**src/rtl/txh_pkg.sv**
```systemverilog
package txh_pkg;
    parameter int unsigned NUM_RINGS = 8;
    parameter int unsigned LEN_W     = 16;
    localparam int unsigned RIDX_W   = $clog2(NUM_RINGS);
    localparam int unsigned STAT_W   = 2 * NUM_RINGS;

    typedef struct packed {
        logic              valid;
        logic [RIDX_W-1:0] ring;
        logic              rdy;
        logic [LEN_W-1:0]  len;
        logic              addr_ok;
        logic              rd_err;
        logic              none_rdy;
    } fetch_t;

    typedef enum logic [2:0] {
        FLT_NONE,
        FLT_EMPTY,
        FLT_ADDR,
        FLT_READ,
        FLT_ZLEN
    } fault_e;

    function automatic fault_e classify(input fetch_t f);
        fault_e c;
        if (!f.valid)                    c = FLT_NONE;
        else if (f.none_rdy)             c = FLT_EMPTY;
        else if (!f.addr_ok)             c = FLT_ADDR;
        else if (f.rd_err)               c = FLT_READ;
        else if (f.rdy && f.len == '0)   c = FLT_ZLEN;
        else                             c = FLT_NONE;
        return c;
    endfunction

    function automatic logic [NUM_RINGS-1:0] ring_onehot(input logic [RIDX_W-1:0] idx,
                                                         input logic en);
        logic [NUM_RINGS-1:0] v;
        v = '0;
        if (en) v[idx] = 1'b1;
        return v;
    endfunction
endpackage

```
**src/rtl/txh_fault_decode.sv**
```systemverilog
module txh_fault_decode
    import txh_pkg::*;
(
    input  fetch_t               fetch_i,
    output logic [NUM_RINGS-1:0] halt_set_o
);
    fault_e cause;

    always_comb begin
        cause      = classify(fetch_i);
        halt_set_o = ring_onehot(fetch_i.ring, cause != FLT_NONE);
    end
endmodule

```
**src/rtl/txh_w1c_bank.sv**
```systemverilog
module txh_w1c_bank #(
    parameter int unsigned WIDTH = 8
) (
    input  logic             clk,
    input  logic             rst,
    input  logic [WIDTH-1:0] set_i,
    input  logic [WIDTH-1:0] clr_i,
    output logic [WIDTH-1:0] q_o
);
    for (genvar g = 0; g < WIDTH; g++) begin : g_bit
        logic flag_q;
        always_ff @(posedge clk) begin
            if (rst)
                flag_q <= 1'b0;
            else
                flag_q <= set_i[g] | (flag_q & ~clr_i[g]);
        end
        assign q_o[g] = flag_q;
    end
endmodule

```
**src/rtl/txh_irq_reg.sv**
```systemverilog
module txh_irq_reg #(
    parameter int unsigned WIDTH = 16
) (
    input  logic             clk,
    input  logic             rst,
    input  logic [WIDTH-1:0] status_i,
    output logic             irq_o
);
    always_ff @(posedge clk) begin
        if (rst)
            irq_o <= 1'b0;
        else
            irq_o <= |status_i;
    end
endmodule

```
**src/rtl/tx_ring_halt_status.sv**
```systemverilog
module tx_ring_halt_status
    import txh_pkg::*;
(
    input  logic                 clk,
    input  logic                 rst,
    input  logic                 fetch_valid,
    input  logic [RIDX_W-1:0]    fetch_ring,
    input  logic                 fetch_ready,
    input  logic [LEN_W-1:0]     fetch_len,
    input  logic                 fetch_addr_ok,
    input  logic                 fetch_rd_err,
    input  logic                 fetch_none_ready,
    input  logic                 frame_done,
    input  logic [RIDX_W-1:0]    frame_ring,
    input  logic                 gstop_req,
    input  logic [NUM_RINGS-1:0] queue_en,
    input  logic                 wr_en,
    input  logic [STAT_W-1:0]    wr_data,
    output logic [NUM_RINGS-1:0] dma_en,
    output logic [STAT_W-1:0]    status,
    output logic                 irq
);
    fetch_t               fq;
    logic [NUM_RINGS-1:0] halt_set, evt_set, halt_clr, evt_clr, halt_q, evt_q;

    assign fq = '{valid: fetch_valid, ring: fetch_ring, rdy: fetch_ready, len: fetch_len,
                  addr_ok: fetch_addr_ok, rd_err: fetch_rd_err, none_rdy: fetch_none_ready};

    txh_fault_decode u_dec (
        .fetch_i   (fq),
        .halt_set_o(halt_set)
    );

    assign evt_set  = ring_onehot(frame_ring, frame_done);
    assign halt_clr = wr_en ? wr_data[NUM_RINGS-1:0]      : '0;
    assign evt_clr  = wr_en ? wr_data[STAT_W-1:NUM_RINGS] : '0;

    txh_w1c_bank #(.WIDTH(NUM_RINGS)) u_halt (
        .clk  (clk),
        .rst  (rst),
        .set_i(halt_set),
        .clr_i(halt_clr),
        .q_o  (halt_q)
    );

    txh_w1c_bank #(.WIDTH(NUM_RINGS)) u_evt (
        .clk  (clk),
        .rst  (rst),
        .set_i(evt_set),
        .clr_i(evt_clr),
        .q_o  (evt_q)
    );

    assign status = {evt_q, halt_q};

    for (genvar g = 0; g < NUM_RINGS; g++) begin : g_dma
        assign dma_en[g] = queue_en[g] & ~halt_q[g] & ~gstop_req;
    end

    txh_irq_reg #(.WIDTH(STAT_W)) u_irq (
        .clk     (clk),
        .rst     (rst),
        .status_i(status),
        .irq_o   (irq)
    );
endmodule

```
**config.mk**
```make
export PLATFORM = sky130hd
export DESIGN_NAME = tx_ring_halt_status
export DESIGN_NICKNAME = d
export VERILOG_FILES = /design/src/rtl/txh_pkg.sv /design/src/rtl/txh_fault_decode.sv /design/src/rtl/txh_w1c_bank.sv /design/src/rtl/txh_irq_reg.sv /design/src/rtl/tx_ring_halt_status.sv
export SDC_FILE = /design/constraint.sdc
export NUM_CORES = 1
export LEC_CHECK = 0
export BUFFER_PORTS_ARGS = -buffer_cell sky130_fd_sc_hd__buf_4
export CAP_MARGIN = 5
export CORE_UTILIZATION = 40
export DETAILED_ROUTE_END_ITERATION = 10
export PLACE_DENSITY = 0.81
export SLEW_MARGIN = 20
export SYNTH_ARGS = -nofsm -noshare
export SYNTH_HDL_FRONTEND = slang
export SYNTH_HIERARCHICAL = 1
export SYNTH_SLANG_ARGS = --single-unit
```
**constraint.sdc**
```tcl
create_clock -name clk -period 1.16 [get_ports clk]
set_input_delay 0.232 -clock clk [delete_from_list [all_inputs] [get_ports clk]]
set_output_delay 0.232 -clock clk [all_outputs]
set_load 0.02 [all_outputs]
```
### Word level (Yosys, flattened, before mapping)

Cells that the tools add are included.

| word-level totals | value |
|---|---|
| flip-flop bits (word level) | 17 |
| latch bits | 0 |
| bits in writable memories | 0 |
| ROM bits | 0 |
| input port bits | 56 |
| output and inout port bits | 25 |
| logic and storage cells | 113 |
| memories kept | 0 |

| cells by class | value |
|---|---|
| add/subtract/negate cells | 0 |
| $mul | 0 |
| divide/modulo/power cells | 0 |
| magnitude comparators | 4 |
| eq/ne operators | 0 |
| shift operators | 0 |
| muxes and demuxes | 13 |
| bitwise operators | 73 |
| reductions and logical operators | 6 |

Operators by type and width:

| kind | number |
|---|---|
| AND 1 bit | 32 |
| 2-to-1 mux 8 bit | 4 |
| inverter 1 bit | 25 |
| logical NOT 16 bit | 1 |
| OR 1 bit | 16 |
| OR reduction 16 bit | 1 |
| 2-to-1 mux 3 bit | 5 |
| < comparator 3 x 4 -> 1 bit (second input constant) | 2 |
| demux 1 bit (select 3 bit) | 2 |
| greater-or-equal comparator 3 x 1 -> 1 bit (second input constant) | 2 |
| logical AND 1 bit | 3 |
| nonzero test 3 bit | 1 |
| 2-to-1 mux 1 bit | 2 |

### Logic depth before layout (Yosys ltp)

Gate-level depths: netlist of the first run.

| logic depth | value |
|---|---|
| depth after elaboration | 10 |
| gate-level depth with buffers | 6 |
| depth with buffers taken out | 5 |

### Hierarchy

The synthesis of the first run kept the hierarchy.

Modules (own cells, without submodules):

| module | instances | cells an instance | area an instance (um2) | sequential area each (um2) |
|---|---|---|---|---|
| txh_w1c_bank | 2 | 41 | 441.7 | 160.2 |
| tx_ring_halt_status | 1 | 34 | 274.0 | 0.0 |
| txh_fault_decode | 1 | 41 | 252.7 | 0.0 |
| txh_irq_reg | 1 | 6 | 53.8 | 20.0 |

### Least setup slack after synthesis of the first run

Ideal clock, no wire load.

| path | value |
|---|---|
| kind | reg-to-output |
| start | reg u_halt.g_bit[1].flag_q |
| end | out dma_en[1] |
| arrival | 1007 ps |
| data required time | 928 ps |
| path slack | -79 ps |
| stages on the path, launching flop included | 3 |
| path buffers | 1 |
| path through | dfxtp_1 > buf_4 > nor3b_1 |

| on the way | value |
|---|---|
| word-level cells in the longest chain between the ends | 3 |

Ends and longest elaborated chain:

| what | RTL line | text |
|---|---|---|
| start, declared | txh_w1c_bank.sv:11 | `logic flag_q;` |
| start signal, assigned | txh_w1c_bank.sv:16 | `flag_q <= set_i[g] \| (flag_q & ~clr_i[g]);` |
| inverter 1 bit | tx_ring_halt_status.sv:57 | `assign dma_en[g] = queue_en[g] & ~halt_q[g] & ~gstop_req;` |
| AND 1 bit (2 in a row) | tx_ring_halt_status.sv:57 |  |
| end, declared | tx_ring_halt_status.sv:19 | `output logic [NUM_RINGS-1:0] dma_en,` |

No other way between the ends.

### Worst setup path after layout of the first run

| path | value |
|---|---|
| start | reg u_halt.g_bit[5].flag_q |
| end | out dma_en[5] |

| on the way | value |
|---|---|
| word-level cells in the longest chain between the ends | 3 |

Ends and longest elaborated chain:

| what | RTL line |
|---|---|
| start, declared | txh_w1c_bank.sv:11 |
| start signal, assigned | txh_w1c_bank.sv:16 |
| inverter 1 bit | tx_ring_halt_status.sv:57 |
| AND 1 bit (2 in a row) | tx_ring_halt_status.sv:57 |

No other way between the ends.

==> results.sh, run 1 <==
export IMPL_holdPathStages=4
export IMPL_ys_seq_elements=17
export IMPL_cts_tree="yes"
export IMPL_postCtsHoldBufs=0
export IMPL_cts_num_sinks=17
export IMPL_via_per_inst=4.89
export IMPL_nets=301
export IMPL_core_region_area_um2=3420
export IMPL_vias=1419
export IMPL_r2r_cells=3
export IMPL_cp_start_kind="flop"
export IMPL_drc=0
export IMPL_antenna_found_initial=0
export IMPL_power_density_nw_per_um2=633
export IMPL_failed_checks="negative setup slack"
export IMPL_fin_crit_sh=1.06
export IMPL_start_util=0.429
export IMPL_wl_mm=4.00
export IMPL_p_leak_nw=0.952
export IMPL_final_antenna_net_count=0
export IMPL_ir_drop_mv=0.316
export IMPL_clockBufferDepth=2
export IMPL_grt_overflow_total=0
export IMPL_dp_cells=271
export IMPL_die_y_um=62.5
export IMPL_avgSynthCellArea_um2=8.98
export IMPL_rsz0062_at_grt="yes"
export IMPL_synth_area_top_cells="dfxtp_1 (23%), nand2b_4 (15%), a21oi_2 (9.6%)"
export IMPL_endpoint_kind="output port"
export IMPL_final_util=0.668
export IMPL_path_clk_slew_ps=100
export IMPL_die_w_um=62.5
export IMPL_min_period_ps=1230
export IMPL_timing_reg2reg_setup_slack_ps=60
export IMPL_slowest_stage="dfxtp_4"
export IMPL_rows=21
export IMPL_routedWlPerCell_um=13.8
export IMPL_tns_ps=-390
export IMPL_syn_instance_count=163
export IMPL_worstHoldEndpoint="u_evt/g_bit[0].flag_q"
export IMPL_grt_pass1_vias=1357
export IMPL_fmax_mhz=811
export IMPL_gp_congestion=0.750
export IMPL_total_power_mw=1.44
export IMPL_slowest_delay_ps=370
export IMPL_hold_violations=0
export IMPL_ioPinCount=81
export IMPL_slew_headroom=0.786
export IMPL_yosysWarnings=6
export IMPL_area_growth_pct=55.9
export IMPL_cts_root_buf="clkbuf_4"
export IMPL_hold_path_class="input port to flop"
export IMPL_cp_max_fo=2
export IMPL_htreeDepth=1
export IMPL_layout_setup_ws_ps=-72.6
export IMPL_slew_violations=0
export IMPL_die_area_um2=3910
export IMPL_worstMarginPinSlew_ps=321
export IMPL_fillers=288
export IMPL_dpl_hpwl_mm=2.78
export IMPL_grt_max_degree=18
export IMPL_ys_types=30
export IMPL_grt_util_all_layers=0.198
export IMPL_crit_type="flop to output port"
export IMPL_layout_drive_gt1_share=0.697
export IMPL_cts_buffers=3
export IMPL_min_from="frame_ring[1]"
export IMPL_synth_top_area_frac=0.232
export IMPL_r2r_end="u_irq/irq_o"
export IMPL_syn_num_nets=219
export IMPL_yosys_area_top_type="dfxtp_1"
export IMPL_dpl_cell_area_um2=2030
export IMPL_clock_latency_ps=290
export IMPL_setup_viol=8
export IMPL_dp_slack_ps=-214
export IMPL_finalInstanceArea_um2=2280
export IMPL_crit_reg2reg_launch="u_halt/g_bit[4].flag_q"
export IMPL_fin_cells=290
export IMPL_maxCapViolCount=0
export IMPL_antenna_cells=0
export IMPL_status="finished with violations"
export IMPL_cp_data_arrival_time_ps=1000
export IMPL_drtPass1Iterations=4
export IMPL_hold_ws_ps=263
export IMPL_cp_data_required_time_ps=930
export IMPL_grt_pass1_wl_mm=6.26
export IMPL_port_buffers=80
export IMPL_seq_area_frac_synth=0.232
export IMPL_drtIter0Drc=36
export IMPL_path_cells="nor3b_2 -> buf_4"
export IMPL_syn_area_um2=1460
export IMPL_fin_skew_ps=11.0
-- synthesized netlist by cell type, drive strengths merged --
cell	n
nor3b	8
buf	23
and4bb	3
and2	17
nand4b	1
nand2b	16
nand2	2
o21ai	8
and4	2
nor4b	2
nand4	7
and4b	3
dfxtp	17
inv	16
nor3	1
a21oi	16
a41oi	1
nand3	8
nor2	2
nor4	6
or3b	1
nor2b	3
-- kinds of logic (layout without fill, tap and decap cells) --
kind of cell           count (synthesis)  count (layout)  synth area share
buffers and inverters                 39             120             0.160
DFF                                   17              17             0.232
AOI/OAI and AO/OA                     25              25             0.129
and+or+nand+nor                       82              82             0.479
-- registers in the layout, indices dropped and copies added, names as in the netlist --
signal               cells
u_evt/g_bit.flag_q       8
u_halt/g_bit.flag_q      8
u_irq/irq_o              1
-- power by group --
part | switching, mW | internal [mW]
clock network | 0.179 | 0.133
registers | 0.0205 | 0.592
logic | 0.217 | 0.303
total | 0.416 | 1.03
-- how the worst max path moves through the flow --
stage / startpoint / to / cells past startpoint
2_1_floorplan: fetch_rd_err / u_halt/g_bit[6].flag_q / 6
3_3_place_gp: fetch_len[8] / u_halt/g_bit[2].flag_q / 6
3_5_place_dp: fetch_len[8] / u_halt/g_bit[6].flag_q / 6
4_1_cts: u_halt/g_bit[7].flag_q / dma_en[7] / 2
5_1_grt: u_halt/g_bit[7].flag_q / dma_en[7] / 2
6_report: u_halt/g_bit[5].flag_q / dma_en[5] / 2
-- cell type report --
| type | count | area (um^2) | share of cell area |
|---|---|---|---|
| clock buffer | 4 | 26.3 | 0.0115 |
| inverter | 16 | 60.1 | 0.0263 |
| multi-input combinational | 107 | 968 | 0.424 |
| sequential | 17 | 378 | 0.166 |
| tap | 46 | 57.6 | 0.0252 |
| timing repair buffer | 100 | 792 | 0.347 |
-- placed cells by master (no fill, tap or decap), types with 2 or more instances in the layout --
master and instances:
and2_1 17, nor4b_2 2, nand3_1 7, clkbuf_4 3
o21ai_1 8, nand4_1 7, nand2_1 2, nor3b_2 8
and4b_2 2, buf_4 89, dfxtp_1 3, nand2b_4 16
dfxtp_4 8, buf_6 11, nor4_2 3, nor4_4 2
and4bb_1 2, dfxtp_2 6, a21oi_2 16, inv_1 16
nor2b_1 3
-- layer usage --
metal / up-vias / GRT usage / routed length (um)
met4: 0 / 0.0814 / 21
li1: 708 / - / -
met3: 2 / 0.0420 / 226
met5: - / 0 / 0
met1: 646 / 0.231 / 1630
met2: 63 / 0.346 / 2130
-- worst max-delay path, delay by kind of cell (launching register included) --
family	cells	cell delay, ps
and+or+nand+nor	1	170
DFF	1	370
buffers and inverters	1	170
-- timing repair --
item	4_1_cts	5_1_grt
endpoints found under the setup margin	14	24
gates resized for setup	18	21
buffers inserted	12	3
pin swaps	2	4
Power figures use the tool's default switching activity.
==> run 2, diff against run 1 <==
Settings changed: TNS_END_PERCENT set to 10.
==> run 2 against run 1 <==
The flow still finishes with violations (negative setup slack). Sequential cell count stayed put. Sequential share of layout area is 0.86 points higher. Combinational power is 7.3% lower. Clock power hardly changed. Highest routed layer unchanged.
==> results.sh, run 2 (synthesis results as in run 1) <==
export IMPL_status="finished with violations"
export IMPL_failed_checks="negative setup slack"
export IMPL_fin_crit_sh=1.03
export IMPL_grt_max_degree=18
export IMPL_nets=291
export IMPL_path_cells="nor3b_2 -> buf_4"
export IMPL_r2r_end="u_irq/irq_o"
export IMPL_slowest_delay_ps=380
export IMPL_port_buffers=80
export IMPL_cts_root_buf="clkbuf_4"
export IMPL_crit_type="flop to output port"
export IMPL_cp_data_arrival_time_ps=970
export IMPL_worstHoldEndpoint="u_evt/g_bit[0].flag_q"
export IMPL_rsz0062_at_grt="yes"
export IMPL_dpl_hpwl_mm=2.73
export IMPL_endpoint_kind="output port"
export IMPL_pwr_share_clk=0.220
export IMPL_min_from="frame_ring[1]"
export IMPL_core_region_area_um2=3420
export IMPL_grt_pass1_wl_mm=6.02
export IMPL_layout_drive_gt1_share=0.654
export IMPL_final_util=0.627
export IMPL_most_common_layout_cells="buf_4 (85), and2_1 (17), inv_1 (16), nand2b_4 (16), a21oi_2 (16)"
export IMPL_p_switching_mw=0.397
export IMPL_via_per_inst=4.90
export IMPL_routedWlPerCell_um=12.5
export IMPL_fin_skew_ps=0.973
export IMPL_multi_input_area_um2=930
export IMPL_cts_buffers=3
export IMPL_layout_commonest_cell="buf_4"
export IMPL_hold_path_class="input port to flop"
export IMPL_clock_latency_ps=280
export IMPL_crit_reg2reg_launch="u_halt/g_bit[6].flag_q"
export IMPL_cp_num_buf_inv=1
export IMPL_cp_start_kind="flop"
export IMPL_grt_pass1_vias=1309
export IMPL_cpLargestDelayFamily="flip-flops"
export IMPL_layout_setup_ws_ps=-38.3
export IMPL_finalInstanceArea_um2=2140
export IMPL_r2r_cells=3
export IMPL_rows=21
export IMPL_drtPass1Iterations=4
export IMPL_die_area_um2=3910
export IMPL_ioPinCount=81
export IMPL_holdPathStages=4
export IMPL_cts_num_sinks=17
export IMPL_timing_reg2reg_setup_slack_ps=50
export IMPL_p_leak_nw=0.883
export IMPL_slew_violations=0
export IMPL_die_y_um=62.5
export IMPL_wl_mm=3.51
export IMPL_cts_tree="yes"
export IMPL_power_density_nw_per_um2=656
export IMPL_intPower_mw=1.01
export IMPL_maxCapViolCount=0
export IMPL_worstMarginPinSlew_ps=376
export IMPL_final_antenna_net_count=0
export IMPL_start_util=0.429
export IMPL_path_clk_slew_ps=100
export IMPL_drtIter0Drc=53
export IMPL_clockBufferDepth=2
export IMPL_regArea_um2=373
export IMPL_min_period_ps=1200
export IMPL_vias=1373
export IMPL_cp_data_required_time_ps=930
export IMPL_dpl_cell_area_um2=1980
export IMPL_slew_headroom=0.747
export IMPL_setup_viol=8
export IMPL_cp_max_fo=4
export IMPL_drc=0
export IMPL_hold_violations=0
export IMPL_slowest_stage="dfxtp_4"
export IMPL_htreeDepth=1
export IMPL_postCtsHoldBufs=0
export IMPL_p_comb_frac=0.343
export IMPL_fin_cells=280
export IMPL_antenna_cells=0
export IMPL_die_w_um=62.5
export IMPL_total_power_mw=1.41
export IMPL_p_seq_frac=0.437
export IMPL_grt_util_all_layers=0.188
export IMPL_area_growth_pct=46.2
export IMPL_netSwitchingFraction=0.282
export IMPL_fmax_mhz=835
export IMPL_antenna_found_initial=0
export IMPL_dp_cells=270
export IMPL_grt_overflow_total=0
export IMPL_gp_congestion=0.774
export IMPL_ir_drop_mv=0.283
export IMPL_largest_registers="u_evt/g_bit.flag_q: 8 flops, u_halt/g_bit.flag_q: 8 flops, u_irq/irq_o: 1 flops"
export IMPL_fillers=308
## run 2: changes by cell type in the layout (fill, tap and decap cells not counted), sizes merged
cell  before  now
buf      100   90
## run 2: final cells by class
cell class,instances,area share
tap,46,0.0269
multi-input combinational,107,0.434
clock buffer,4,0.0123
inverter,16,0.0281
timing repair buffer,90,0.324
sequential,17,0.174
## run 2: power by group through the flow
| stage | registers, mW | logic, mW | clock network [mW] |
|---|---|---|---|
| 4_1_cts | 0.619 | 0.475 | 0.318 |
| 3_5_place_dp | 0.642 | 0.457 | 0 |
| 3_3_place_gp | 0.642 | 0.451 | 0 |
| 5_1_grt | 0.618 | 0.518 | 0.352 |
| 2_1_floorplan | 0.640 | 0.246 | 0 |
| 6_report | 0.614 | 0.481 | 0.310 |
## run 2: worst min-delay path, cell delays in order
cell and delay [ps]:
buf_4 120, nor4b_2 50, inv_1 60, a21oi_2 40
## run 2: metrics by stage
stage                     hold WS (ps)  setup TNS, ps  setup WS (ps)
final                              247           -223          -38.3
after global routing               235           -774          -98.8
after CTS                          247           -301          -47.7
after detailed placement           499          -1590           -217
after global placement             493          -1260           -176
after floorplan                    304           -553          -79.0
## run 2: repair_timing
action                                  CTS  global route
gates resized for setup                  22             9
endpoints found under the setup margin   13            19
pin swaps                                 0             1
setup buffers                             4             2
hold endpoints to repair                  0             0
## run 2: worst max path at each step
stage | start | endpoint | slack, ps | depth (start not counted)
floorplan | u_halt/g_bit[4].flag_q | dma_en[4] | -80 | 2
global placement | fetch_len[8] | u_halt/g_bit[1].flag_q | -180 | 6
detailed placement | fetch_len[4] | u_halt/g_bit[2].flag_q | -220 | 6
CTS | u_halt/g_bit[6].flag_q | dma_en[6] | -50 | 2
global route | u_halt/g_bit[2].flag_q | dma_en[2] | -100 | 2
finish | u_halt/g_bit[0].flag_q | dma_en[0] | -40 | 2
## run 2: layer usage
| metal | wire length (um) | part of all wire | GRT usage |
|---|---|---|---|
| met2 | 1790 | 0.51 | 0.330 |
| met3 | 231 | 0.066 | 0.0328 |
| met4 | 27 | 0.0077 | 0.0523 |
| met5 | 0 | 0 | 0 |
| met1 | 1460 | 0.42 | 0.233 |
